[config.mk]
export PLATFORM = sky130hd
export DESIGN_NAME = dram_lowpower_ctrl
export DESIGN_NICKNAME = d
export VERILOG_FILES = /design/src/rtl/lp_pkg.sv /design/src/rtl/lp_gap_timer.sv /design/src/rtl/lp_dwell_timer.sv /design/src/rtl/lp_fsm.sv /design/src/rtl/dram_lowpower_ctrl.sv
export SDC_FILE = /design/constraint.sdc
export NUM_CORES = 1
export LEC_CHECK = 0
export BUFFER_PORTS_ARGS = -buffer_cell sky130_fd_sc_hd__buf_2
export CAP_MARGIN = 25
export CORE_MARGIN = 1.5
export CORE_UTILIZATION = 45
export DETAILED_ROUTE_END_ITERATION = 8
export PLACE_DENSITY_LB_ADDON = 0.25
export REMOVE_ABC_BUFFERS = 1
export SYNTH_ARGS = -nofsm -noshare
export SYNTH_HDL_FRONTEND = slang
export SYNTH_SLANG_ARGS = --single-unit
[constraint.sdc]
create_clock -name clk -period 3.3 [get_ports clk]
set_clock_uncertainty 0.2 [all_clocks]
set_input_delay 0.495 -clock clk [delete_from_list [all_inputs] [get_ports clk]]
set_output_delay 0.495 -clock clk [all_outputs]
set_load 0.03 [all_outputs]
[src/rtl/lp_pkg.sv]
// Package: shared encodings for the low-power sequencer.
// Assumes 3-bit command kind and low-power command codes as listed in the brief.
package lp_pkg;

    typedef enum logic [2:0] {
        LK_OTHER = 3'd0,
        LK_RD    = 3'd1,
        LK_RDA   = 3'd2,
        LK_WR    = 3'd3,
        LK_WRA   = 3'd4
    } last_kind_e;

    typedef enum logic [2:0] {
        LC_NONE  = 3'd0,
        LC_PREA  = 3'd1,
        LC_EAPD  = 3'd2,
        LC_EPPD  = 3'd3,
        LC_ESREF = 3'd4,
        LC_XAPD  = 3'd5,
        LC_XPPD  = 3'd6,
        LC_XSREF = 3'd7
    } lp_cmd_e;

    typedef enum logic [2:0] {
        ST_AWAKE   = 3'd0,
        ST_PRE_ALL = 3'd1,
        ST_PDN_ACT = 3'd2,
        ST_PDN_PRE = 3'd3,
        ST_SREF    = 3'd4,
        ST_EXIT    = 3'd5
    } lp_state_e;

    function automatic int lp_max(input int a, input int b);
        return (a > b) ? a : b;
    endfunction

endpackage

[src/rtl/lp_gap_timer.sv]
// Module: lp_gap_timer
// Counts the spacing required after the last read or write before a
// low-power entry may be issued. Assumes every gap is at least one cycle.
module lp_gap_timer
    import lp_pkg::*;
#(
    parameter int T_RL      = 5,
    parameter int T_WL      = 4,
    parameter int T_WR      = 6,
    parameter int BURST_LEN = 8,
    parameter int DATA_RATE = 2,
    parameter int W         = 4
) (
    input  logic       clk,
    input  logic       rst_n,
    input  logic       last_valid,
    input  logic [2:0] last_kind,
    output logic       gap_ok
);
    localparam int BURST_CYC = (DATA_RATE == 1) ? BURST_LEN : BURST_LEN / DATA_RATE;
    localparam int GAP_RD    = T_RL + BURST_CYC + 1;
    localparam int GAP_WR    = T_WL + BURST_CYC + T_WR;
    localparam int GAP_WRA   = GAP_WR + 1;
    localparam int GAP_OTH   = 1;

    logic [W-1:0] cnt;
    logic [W-1:0] need_m1;

    // Select the reload value (gap minus one) from the last command kind.
    always_comb begin
        case (last_kind_e'(last_kind))
            LK_RD, LK_RDA: need_m1 = W'(GAP_RD - 1);
            LK_WR:         need_m1 = W'(GAP_WR - 1);
            LK_WRA:        need_m1 = W'(GAP_WRA - 1);
            default:       need_m1 = W'(GAP_OTH - 1);
        endcase
    end

    // Reload on every reported command, count down otherwise.
    always_ff @(posedge clk) begin
        if (!rst_n)
            cnt <= '0;
        else if (last_valid)
            cnt <= need_m1;
        else if (cnt != '0)
            cnt <= cnt - 1'b1;
    end

    assign gap_ok = (cnt == '0) && !last_valid;

    // a read blocks entry in the following cycle
    a_r1_read_blocks: assert property (@(posedge clk) disable iff (!rst_n)
        (last_valid && (last_kind == LK_RD || last_kind == LK_RDA)) |=> !gap_ok);
    // a write blocks entry in the following cycle
    a_r2_write_blocks: assert property (@(posedge clk) disable iff (!rst_n)
        (last_valid && (last_kind == LK_WR || last_kind == LK_WRA)) |=> !gap_ok);
endmodule

[src/rtl/lp_dwell_timer.sv]
// Module: lp_dwell_timer
// Down-counter for residency and precharge busy time. A load of N-1
// makes done true N cycles after the loading edge. Assumes N >= 1.
module lp_dwell_timer #(
    parameter int W = 4
) (
    input  logic         clk,
    input  logic         rst_n,
    input  logic         load,
    input  logic [W-1:0] load_val,
    output logic         done
);
    logic [W-1:0] cnt;

    // Load on request, otherwise count down to zero and stay there.
    always_ff @(posedge clk) begin
        if (!rst_n)
            cnt <= '0;
        else if (load)
            cnt <= load_val;
        else if (cnt != '0)
            cnt <= cnt - 1'b1;
    end

    assign done = (cnt == '0);

    // once expired, the timer stays expired until reloaded
    a_r6_done_holds: assert property (@(posedge clk) disable iff (!rst_n)
        (done && !load) |=> done);
endmodule

[src/rtl/lp_fsm.sv]
// Module: lp_fsm
// Low-power state machine: picks the entry command, holds early wakes,
// issues the matching exit and gates the normal command grant.
// Assumes the residency and busy timers are loaded through res_load/res_val.
module lp_fsm
    import lp_pkg::*;
#(
    parameter int T_RP    = 5,
    parameter int T_CKE   = 3,
    parameter int T_CKESR = 5,
    parameter int W       = 4
) (
    input  logic         clk,
    input  logic         rst_n,
    input  logic         sleep_req,
    input  logic         sref_sel,
    input  logic         wake_req,
    input  logic         ref_wake_req,
    input  logic         row_open,
    input  logic         gap_ok,
    input  logic         res_done,
    output logic         res_load,
    output logic [W-1:0] res_val,
    output logic         cmd_valid,
    output logic [2:0]   cmd_code,
    output logic         grant_ok
);
    localparam int DW = W + 1;

    lp_state_e state, nxt;
    lp_cmd_e   cmd_q, cmd_nxt;
    logic      wake_pend;
    logic      wake_any;
    logic      in_sleep;
    logic [DW-1:0] dwell;
    lp_cmd_e   ent_code;

    assign in_sleep = (state == ST_PDN_ACT) || (state == ST_PDN_PRE) || (state == ST_SREF);
    assign wake_any = wake_req || ref_wake_req || wake_pend;

    // Next-state, command and timer-load decision.
    always_comb begin
        nxt      = state;
        cmd_nxt  = LC_NONE;
        res_load = 1'b0;
        res_val  = '0;
        case (state)
            ST_AWAKE: begin
                if (sleep_req && gap_ok && !wake_req && !ref_wake_req) begin
                    res_load = 1'b1;
                    if (sref_sel && row_open) begin
                        nxt     = ST_PRE_ALL;
                        cmd_nxt = LC_PREA;
                        res_val = W'(T_RP - 1);
                    end else if (sref_sel) begin
                        nxt     = ST_SREF;
                        cmd_nxt = LC_ESREF;
                        res_val = W'(T_CKESR - 1);
                    end else if (row_open) begin
                        nxt     = ST_PDN_ACT;
                        cmd_nxt = LC_EAPD;
                        res_val = W'(T_CKE - 1);
                    end else begin
                        nxt     = ST_PDN_PRE;
                        cmd_nxt = LC_EPPD;
                        res_val = W'(T_CKE - 1);
                    end
                end
            end
            ST_PRE_ALL: begin
                if (res_done) begin
                    if (wake_any) begin
                        nxt = ST_AWAKE;
                    end else begin
                        nxt      = ST_SREF;
                        cmd_nxt  = LC_ESREF;
                        res_load = 1'b1;
                        res_val  = W'(T_CKESR - 1);
                    end
                end
            end
            ST_PDN_ACT: begin
                if (res_done && wake_any) begin
                    nxt     = ST_EXIT;
                    cmd_nxt = LC_XAPD;
                end
            end
            ST_PDN_PRE: begin
                if (res_done && wake_any) begin
                    nxt     = ST_EXIT;
                    cmd_nxt = LC_XPPD;
                end
            end
            ST_SREF: begin
                if (res_done && wake_any) begin
                    nxt     = ST_EXIT;
                    cmd_nxt = LC_XSREF;
                end
            end
            default: nxt = ST_AWAKE;
        endcase
    end

    // State and registered command output.
    always_ff @(posedge clk) begin
        if (!rst_n) begin
            state <= ST_AWAKE;
            cmd_q <= LC_NONE;
        end else begin
            state <= nxt;
            cmd_q <= cmd_nxt;
        end
    end

    // Remember a wake seen while asleep or precharging until it is served.
    always_ff @(posedge clk) begin
        if (!rst_n)
            wake_pend <= 1'b0;
        else if (nxt == ST_EXIT || nxt == ST_AWAKE)
            wake_pend <= 1'b0;
        else if ((in_sleep || state == ST_PRE_ALL) && (wake_req || ref_wake_req))
            wake_pend <= 1'b1;
    end

    // Cycles since the last entry command, and which entry it was (checking aid).
    always_ff @(posedge clk) begin
        if (!rst_n) begin
            dwell    <= '0;
            ent_code <= LC_NONE;
        end else if (cmd_nxt == LC_EAPD || cmd_nxt == LC_EPPD || cmd_nxt == LC_ESREF) begin
            dwell    <= '0;
            ent_code <= cmd_nxt;
        end else if (dwell != '1) begin
            dwell <= dwell + 1'b1;
        end
    end

    assign cmd_valid = (cmd_q != LC_NONE);
    assign cmd_code  = cmd_q;
    assign grant_ok  = (state == ST_AWAKE);

    // power-down exit only after T_CKE cycles of residency
    a_r6_cke_residency: assert property (@(posedge clk) disable iff (!rst_n)
        (cmd_valid && (cmd_code == LC_XAPD || cmd_code == LC_XPPD)) |-> (dwell >= DW'(T_CKE)));
    // self-refresh exit only after T_CKESR cycles of residency
    a_r7_sref_residency: assert property (@(posedge clk) disable iff (!rst_n)
        (cmd_valid && cmd_code == LC_XSREF) |-> (dwell >= DW'(T_CKESR)));
    // exit code matches the state that was entered
    a_r8_exit_match: assert property (@(posedge clk) disable iff (!rst_n)
        (cmd_valid && cmd_code >= LC_XAPD) |-> (cmd_code == 3'(ent_code + 3'd3)));
    // every low-power command is issued with the grant withdrawn
    a_r11_no_grant: assert property (@(posedge clk) disable iff (!rst_n)
        cmd_valid |-> !grant_ok);
    // the grant returns the cycle after an exit command
    a_r11_grant_back: assert property (@(posedge clk) disable iff (!rst_n)
        (cmd_valid && cmd_code >= LC_XAPD) |=> grant_ok);
    // precharge-all only when a row was open
    a_r5_prea_row: assert property (@(posedge clk) disable iff (!rst_n)
        (cmd_valid && cmd_code == LC_PREA) |-> $past(row_open));
endmodule

[src/rtl/dram_lowpower_ctrl.sv]
// Module: dram_lowpower_ctrl (top)
// Joins the entry spacing timer, the residency timer and the state machine.
// Assumes timing parameters are in clock cycles and each is at least 1.
module dram_lowpower_ctrl
    import lp_pkg::*;
#(
    parameter int T_RL      = 5,
    parameter int T_WL      = 4,
    parameter int T_WR      = 6,
    parameter int BURST_LEN = 8,
    parameter int DATA_RATE = 2,
    parameter int T_RP      = 5,
    parameter int T_CKE     = 3,
    parameter int T_CKESR   = 5
) (
    input  logic       clk,
    input  logic       rst_n,
    input  logic       idle_timeout,
    input  logic       sref_sel,
    input  logic       wake_req,
    input  logic       ref_wake_req,
    input  logic       any_row_open,
    input  logic       last_cmd_valid,
    input  logic [2:0] last_cmd_kind,
    output logic       lp_cmd_valid,
    output logic [2:0] lp_cmd,
    output logic       grant_ok
);
    localparam int BURST_CYC = (DATA_RATE == 1) ? BURST_LEN : BURST_LEN / DATA_RATE;
    localparam int GAP_MAX   = lp_max(T_WL + BURST_CYC + T_WR + 1, T_RL + BURST_CYC + 1);
    localparam int TMR_MAX   = lp_max(T_RP, lp_max(T_CKE, T_CKESR));
    localparam int W         = $clog2(lp_max(GAP_MAX, TMR_MAX) + 1);

    logic         gap_ok;
    logic         res_done;
    logic         res_load;
    logic [W-1:0] res_val;

    lp_gap_timer #(
        .T_RL(T_RL), .T_WL(T_WL), .T_WR(T_WR),
        .BURST_LEN(BURST_LEN), .DATA_RATE(DATA_RATE), .W(W)
    ) i_gap (
        .clk(clk), .rst_n(rst_n),
        .last_valid(last_cmd_valid), .last_kind(last_cmd_kind),
        .gap_ok(gap_ok)
    );

    lp_dwell_timer #(.W(W)) i_dwell (
        .clk(clk), .rst_n(rst_n),
        .load(res_load), .load_val(res_val), .done(res_done)
    );

    lp_fsm #(
        .T_RP(T_RP), .T_CKE(T_CKE), .T_CKESR(T_CKESR), .W(W)
    ) i_fsm (
        .clk(clk), .rst_n(rst_n),
        .sleep_req(idle_timeout), .sref_sel(sref_sel),
        .wake_req(wake_req), .ref_wake_req(ref_wake_req),
        .row_open(any_row_open), .gap_ok(gap_ok), .res_done(res_done),
        .res_load(res_load), .res_val(res_val),
        .cmd_valid(lp_cmd_valid), .cmd_code(lp_cmd), .grant_ok(grant_ok)
    );

    // an entry or precharge-all follows a cycle where spacing was met
    a_r1_gap_respected: assert property (@(posedge clk) disable iff (!rst_n)
        (lp_cmd_valid && lp_cmd >= LC_PREA && lp_cmd <= LC_EPPD) |-> $past(gap_ok));
    // no entry decision while a wake is requested
    a_r13_wake_blocks: assert property (@(posedge clk) disable iff (!rst_n)
        (grant_ok && (wake_req || ref_wake_req)) |=> grant_ok);
endmodule

# Word level (Yosys, flattened, before mapping)
# Cells that the tools add are included.
[word_totals]
register_bits = 15
input_bits = 11
output_inout_bits = 5
word_cells = 74
[classes]
n_addsub = 2
eq_ne = 9
mux = 29
n_bitwise = 1
n_reduce_logical = 28
[op_table]
columns = ["operator", "n"]
rows = [
  ["2-to-1 mux 3 bit", 13],
  ["2-to-1 mux 4 bit", 7],
  ["one-hot mux 3 bit (5 select lines)", 1],
  ["== test 3 x 2 -> 1 bit (second input constant)", 4],
  ["one-hot mux 4 bit (3 select lines)", 1],
  ["== test 3 bit (second input constant)", 3],
  ["one-hot mux 3 bit (3 select lines)", 1],
  ["zero test 4 bit", 2],
  ["one-hot mux 4 bit (2 select lines)", 1],
  ["nonzero test 4 bit", 2],
  ["subtractor 4 x 1 -> 4 bit (second input constant)", 2],
  ["logical AND 1 bit", 7],
  ["== test 3 x 1 -> 1 bit (second input constant)", 2],
  ["zero test 3 bit", 2],
  ["logical OR 1 bit", 6],
  ["2-to-1 mux 1 bit", 4],
  ["nonzero test 2 bit", 2],
  ["OR reduction 2 bit", 2],
  ["zero test 1 bit", 3],
  ["nonzero test 3 bit", 1],
  ["OR reduction 3 bit", 1],
  ["one-hot mux 1 bit (2 select lines)", 1],
  ["NOT 1 bit", 1],
]

# Longest topological paths before layout
[depth]
word_depth = 10
mapped_depth = 7
mapped_depth_nobuf = 7

# Modules after synthesis
# A second synthesis with hierarchy kept.
[unflattened]
cells_unflattened = 127
area_unflattened_um2 = 1033.5
[by_module_without_submodules]
columns = ["module", "instances", "cells_per_inst", "area_each_um2", "seq_area_each_um2"]
rows = [
  ["lp_fsm", 1, 72, 533.0, 140.1],
  ["lp_gap_timer", 1, 32, 270.3, 80.1],
  ["lp_dwell_timer", 1, 23, 230.2, 80.1],
]

# Least setup slack after synthesis
# Ideal clock, no wire load.
[synth_timing]
path_kind = "flip-flop to flip-flop"
start = "reg i_fsm.state[1]"
end = "reg i_fsm.wake_pend"
t_arrival_ns = 2.115
required_time_ns = 3.021
slack_ns = 0.906
path_stages_with_launch = 7
n_path_buf = 1
period_less_slack_ns = 2.394
path_cell_list = "dfxtp_1 -> buf_6 -> nor3_1 -> and3_4 -> a2111oi_4 -> xor2_1 -> a211oi_2"
[synth_between]
elab_cells_between_ends = 18
[synth_lines]
columns = ["element", "line_no", "text"]
rows = [
  ["from (decl)", "lp_fsm.sv:30", "lp_state_e state, nxt;"],
  ["from (signal assigned)", "lp_fsm.sv:110", "state <= nxt;"],
  ["zero test 3 bit *", "-", ""],
  ["via grant_ok", "dram_lowpower_ctrl.sv:27", "output logic grant_ok"],
  ["one-hot mux 3 bit (3 select lines) *", "lp_fsm.sv:47", "case (state)"],
  ["== test 3 bit or zero test 3 bit (tied branches)", "lp_fsm.sv:119", "else if (nxt == ST_EXIT || nxt == ST_AWAKE)"],
  ["logical OR 1 bit *", "lp_fsm.sv:119", ""],
  ["OR reduction 2 bit (no source line) *", "-", ""],
  ["to (signal assigned)", "lp_fsm.sv:118", "wake_pend <= 1'b0;"],
  ["to (signal assigned)", "lp_fsm.sv:120", "wake_pend <= 1'b0;"],
  ["to (signal assigned)", "lp_fsm.sv:122", "wake_pend <= 1'b1;"],
  ["to (decl)", "lp_fsm.sv:32", "logic wake_pend;"],
]
# Mark *: on every way through the listed nets, which the timed path passes. The rest lies on a longest branch.
# A chain may end at the register's enable or synchronous reset.

# Worst setup path after layout
[layout_timing]
start = "reg i_dwell.cnt[0]"
end = "reg i_fsm.wake_pend"
[layout_between]
elab_chain_len = 7
elab_cells_between_ends = 9
[layout_rtl]
columns = ["element", "line_no", "text"]
rows = [
  ["from (decl)", "lp_dwell_timer.sv:13", "logic [W-1:0] cnt;"],
  ["from (signal assigned)", "lp_dwell_timer.sv:20", "cnt <= load_val;"],
  ["from (signal assigned)", "lp_dwell_timer.sv:22", "cnt <= cnt - 1'b1;"],
  ["zero test 4 bit *", "lp_dwell_timer.sv:25", "assign done = (cnt == '0);"],
  ["logical AND 1 bit", "lp_fsm.sv:83, lp_fsm.sv:89, lp_fsm.sv:95", ""],
  ["2-to-1 mux 3 bit", "lp_fsm.sv:83, lp_fsm.sv:89, lp_fsm.sv:95", ""],
  ["one-hot mux 3 bit (3 select lines) *", "lp_fsm.sv:47", ""],
  ["== test 3 bit or zero test 3 bit (tied branches)", "lp_fsm.sv:119", ""],
  ["logical OR 1 bit *", "lp_fsm.sv:119", ""],
  ["OR reduction 2 bit (no source line) *", "-", ""],
]
# Every way passes the cells marked *; elsewhere a longest branch is shown, timed or not.

==> impl_metrics.ini <==
[run_status]
status = completed

[clocking]
cts_setup_buffers = 0
cts_hold_buf = 0
cts_tree = done
clk_pin_slew_worst_paths_ps = 90
cts_resized = 0
insertion_delay_ps = 290
cts-buffers-inserted = 3
clockBufferDepth = 2
htreeDepth = 1
clock-sinks = 15
root_buffer = clkbuf_4

[sta]
finalWorstPathRequiredPeriod_ps = 2170
finalCritPeriodShare_pct = 65.6
fin_ws_ps = 1130
fmaxAchievable_mhz = 462
relSlewSlack_pct = 59.4
slew_violations = 0
tns_ps = 0
finalHoldViolCount = 0
rsz0062_at_grt = no
setup_violations = 0
worstMarginPinSlew_ps = 608
whs_ps = 309

[synth]
synthCells = 110
synth_cell_type_count = 39
synth.avg_cell_area_um2 = 8.67
synthTopCellsByArea = dfxtp_1, ha_1, nor2_1, nand2_1, a21oi_1
yosys_warnings = 0
synthesis.area_um2 = 953
synth.most_common_cell = dfxtp_1
seq_area_frac_synth_pct = 31.5
ys_ff_latch = 15
synth.top_cells.by_count = dfxtp_1, nor2_1, nand2_1
synth_top_area_share_pct = 31.5
synthFlopType = dfxtp_1
synth_edf_count = 0
synthArstFlopShare_pct = 0
synth_top_area_cell = dfxtp_1

[critical_path]
path_cells = inv_1 > ha_1 > or3b_4 > nor4_4 > a2111oi_4 > xor2_1 > a211oi_2
regToRegEndpoint = i_fsm.wake_pend$_SDFFE_PP0P_
r2r_setup_slack_ps = 1130
path_buf_inv = 1
reg2reg_depth = 7
critPathSlowestCell = or3b_4
worst_ep_required_time_ps = 3320
start_kind = flip-flop
startpoint = i_dwell.cnt[0]$_SDFFE_PN0P_
r2r_start = i_dwell.cnt[0]$_SDFFE_PN0P_
end_kind = flip-flop
critPathCapture = i_fsm.wake_pend$_SDFFE_PP0P_
path_depth = 7
crit_path_max_incr_delay_ps = 430
critical_path.top_delay_family = simple AND/OR/NAND/NOR gates
path_class = reg2reg
critPathArrivalTime_ps = 2190
cp_max_fo = 5

[power_and_ir_drop]
static-leakage-power_nw = 0.442
seqPwrFrac_pct = 40.2
switchingPower_w = 0.000214
internal-power_w = 0.000360
combPwrFrac_pct = 40.5
clkPwrFrac_pct = 19.3
power_density_nw_per_um2 = 535
total_power_w = 0.000574
peakVddDrop_v = 0.000293
swShare_pct = 37.3

[floorplan]
start_util_pct = 48.1
core.rowCount = 16
die_w_um = 49.0
dieHeight_um = 49.0
core-area_um2 = 1980
ios = 16
fp.dieArea_um2 = 2400

[route]
postRouteAntennaNets = 0
drt_iter0_markers = 10
drc_errors = 0
routedWlPerCell_um = 12.7
first_pass_iters = 5
vias_per_cell = 5.50
via_count = 847
routed_wl_um = 1960

[finish]
area_growth_pct = 12.5
drive_above_1_share_pct = 22.8
ff_latch_area_um2 = 300
n_fill_cell = 182
n_antenna_cell = 0
multi_input_area_um2 = 618
num-nets-final = 144

[global_routing]
grt.met1_usage_pct = 23.8
grt_max_degree = 10
antenna_found_initial = 0
overflow = 0
use_met3_pct = 3.99
grt.met2_usage_pct = 30.6
grt_usage_pct = 19.1
grt_pass1_wl_um = 3520
busiest_layer = met2
grt_pass1_vias = 798

[placed_design]
pre_cts_ws_ps = 1140
io_buffer_count = 15
place.gp.congestion = 0.895
hpwlAfterDp_um = 1470

[hold_path]
whs_path_depth = 3
min_path_type = in2reg

[job]
maxCapViolCount = 0
==> worst min-delay path by stage <==
stage / start / end / slack (ps)
floorplan: i_fsm.wake_pend$_SDFFE_PP0P_ / i_fsm.wake_pend$_SDFFE_PP0P_ / 300
global placement: i_fsm.wake_pend$_SDFFE_PP0P_ / i_fsm.wake_pend$_SDFFE_PP0P_ / 310
detailed placement: i_fsm.wake_pend$_SDFFE_PP0P_ / i_fsm.wake_pend$_SDFFE_PP0P_ / 330
CTS: rst_n / i_dwell.cnt[2]$_SDFFE_PN0P_ / 310
global route: rst_n / i_dwell.cnt[2]$_SDFFE_PN0P_ / 320
finish: last_cmd_kind[2] / i_gap.cnt[1]$_SDFFE_PN0P_ / 310
==> worst register-to-register path: cells and delay by family, from the launching register on <==
family	cells	cell delay [ps]
compound gates	2	280
xor+xnor	1	200
fa+ha+maj	1	210
buf+inv	1	90
flops	1	320
simple gates	2	800
==> layout by cell type, fill, tap and decap left out, types with 2 or more instances in the layout <==
cell type	count
dfxtp_1	15
buf_2	15
nor2_1	12
nand2_1	11
a21oi_1	7
inv_1	5
o21ai_0	5
ha_1	5
nor3_1	4
or3_1	4
xnor2_1	4
nor2b_1	4
nand2b_1	3
clkbuf_4	3
nor3b_2	2
and3_4	2
nand3_1	2
nand3b_1	2
==> per-layer routing <==
metal / share of wire (%) / routed length (um)
met1: 46 / 898
met2: 47 / 918
met3: 4.5 / 89
met4: 2.8 / 55
met5: 0 / 0
==> cells by family (layout without fill, tap and decap cells) <==
family	Yosys count	count (layout)	synth area share, %
adder cells (fa/ha/maj)	5	5	6.56
AND/OR/NAND/NOR	56	56	36.5
AO/OA/AOI/OAI	22	22	17.2
XOR/XNOR	5	5	4.59
buffers and inverters	7	24	3.67
flip-flops	15	15	31.5
==> registers in the layout (all words and copies together), names as in the netlist <==
register and flops:
i_dwell.cnt 4, i_gap.cnt 4, i_fsm.cmd_code 3, i_fsm.state 3, i_fsm.wake_pend 1
==> through the flow <==
step | utilization, % | instances | cell area [um^2]
after floorplan | - | 108 | 937
after global placement | 52.8 | 150 | 1050
after detailed placement | 52.8 | 150 | 1050
after CTS | 54.1 | 154 | 1070
after global routing | 54.1 | 154 | 1070
final | 54.1 | 154 | 1070
==> power groups by stage <==
stage,clock [W],combinational [W],sequential [W]
CTS,0.000112,0.000230,0.000231
detailed placement,0,0.000228,0.000235
floorplan,0,0.000183,0.000231
finish,0.000111,0.000232,0.000231
global placement,0,0.000222,0.000234
global route,0.000118,0.000259,0.000236
==> final cells by class <==
cell class	count	share of cell area (%)
inverters	5	1.75
well taps	27	3.15
clock buffers	4	2.45
repair buffers	15	7.00
flip-flops and latches	15	28.0
multi-input cells	88	57.6
No activity file was read; power rests on OpenSTA's default activity.
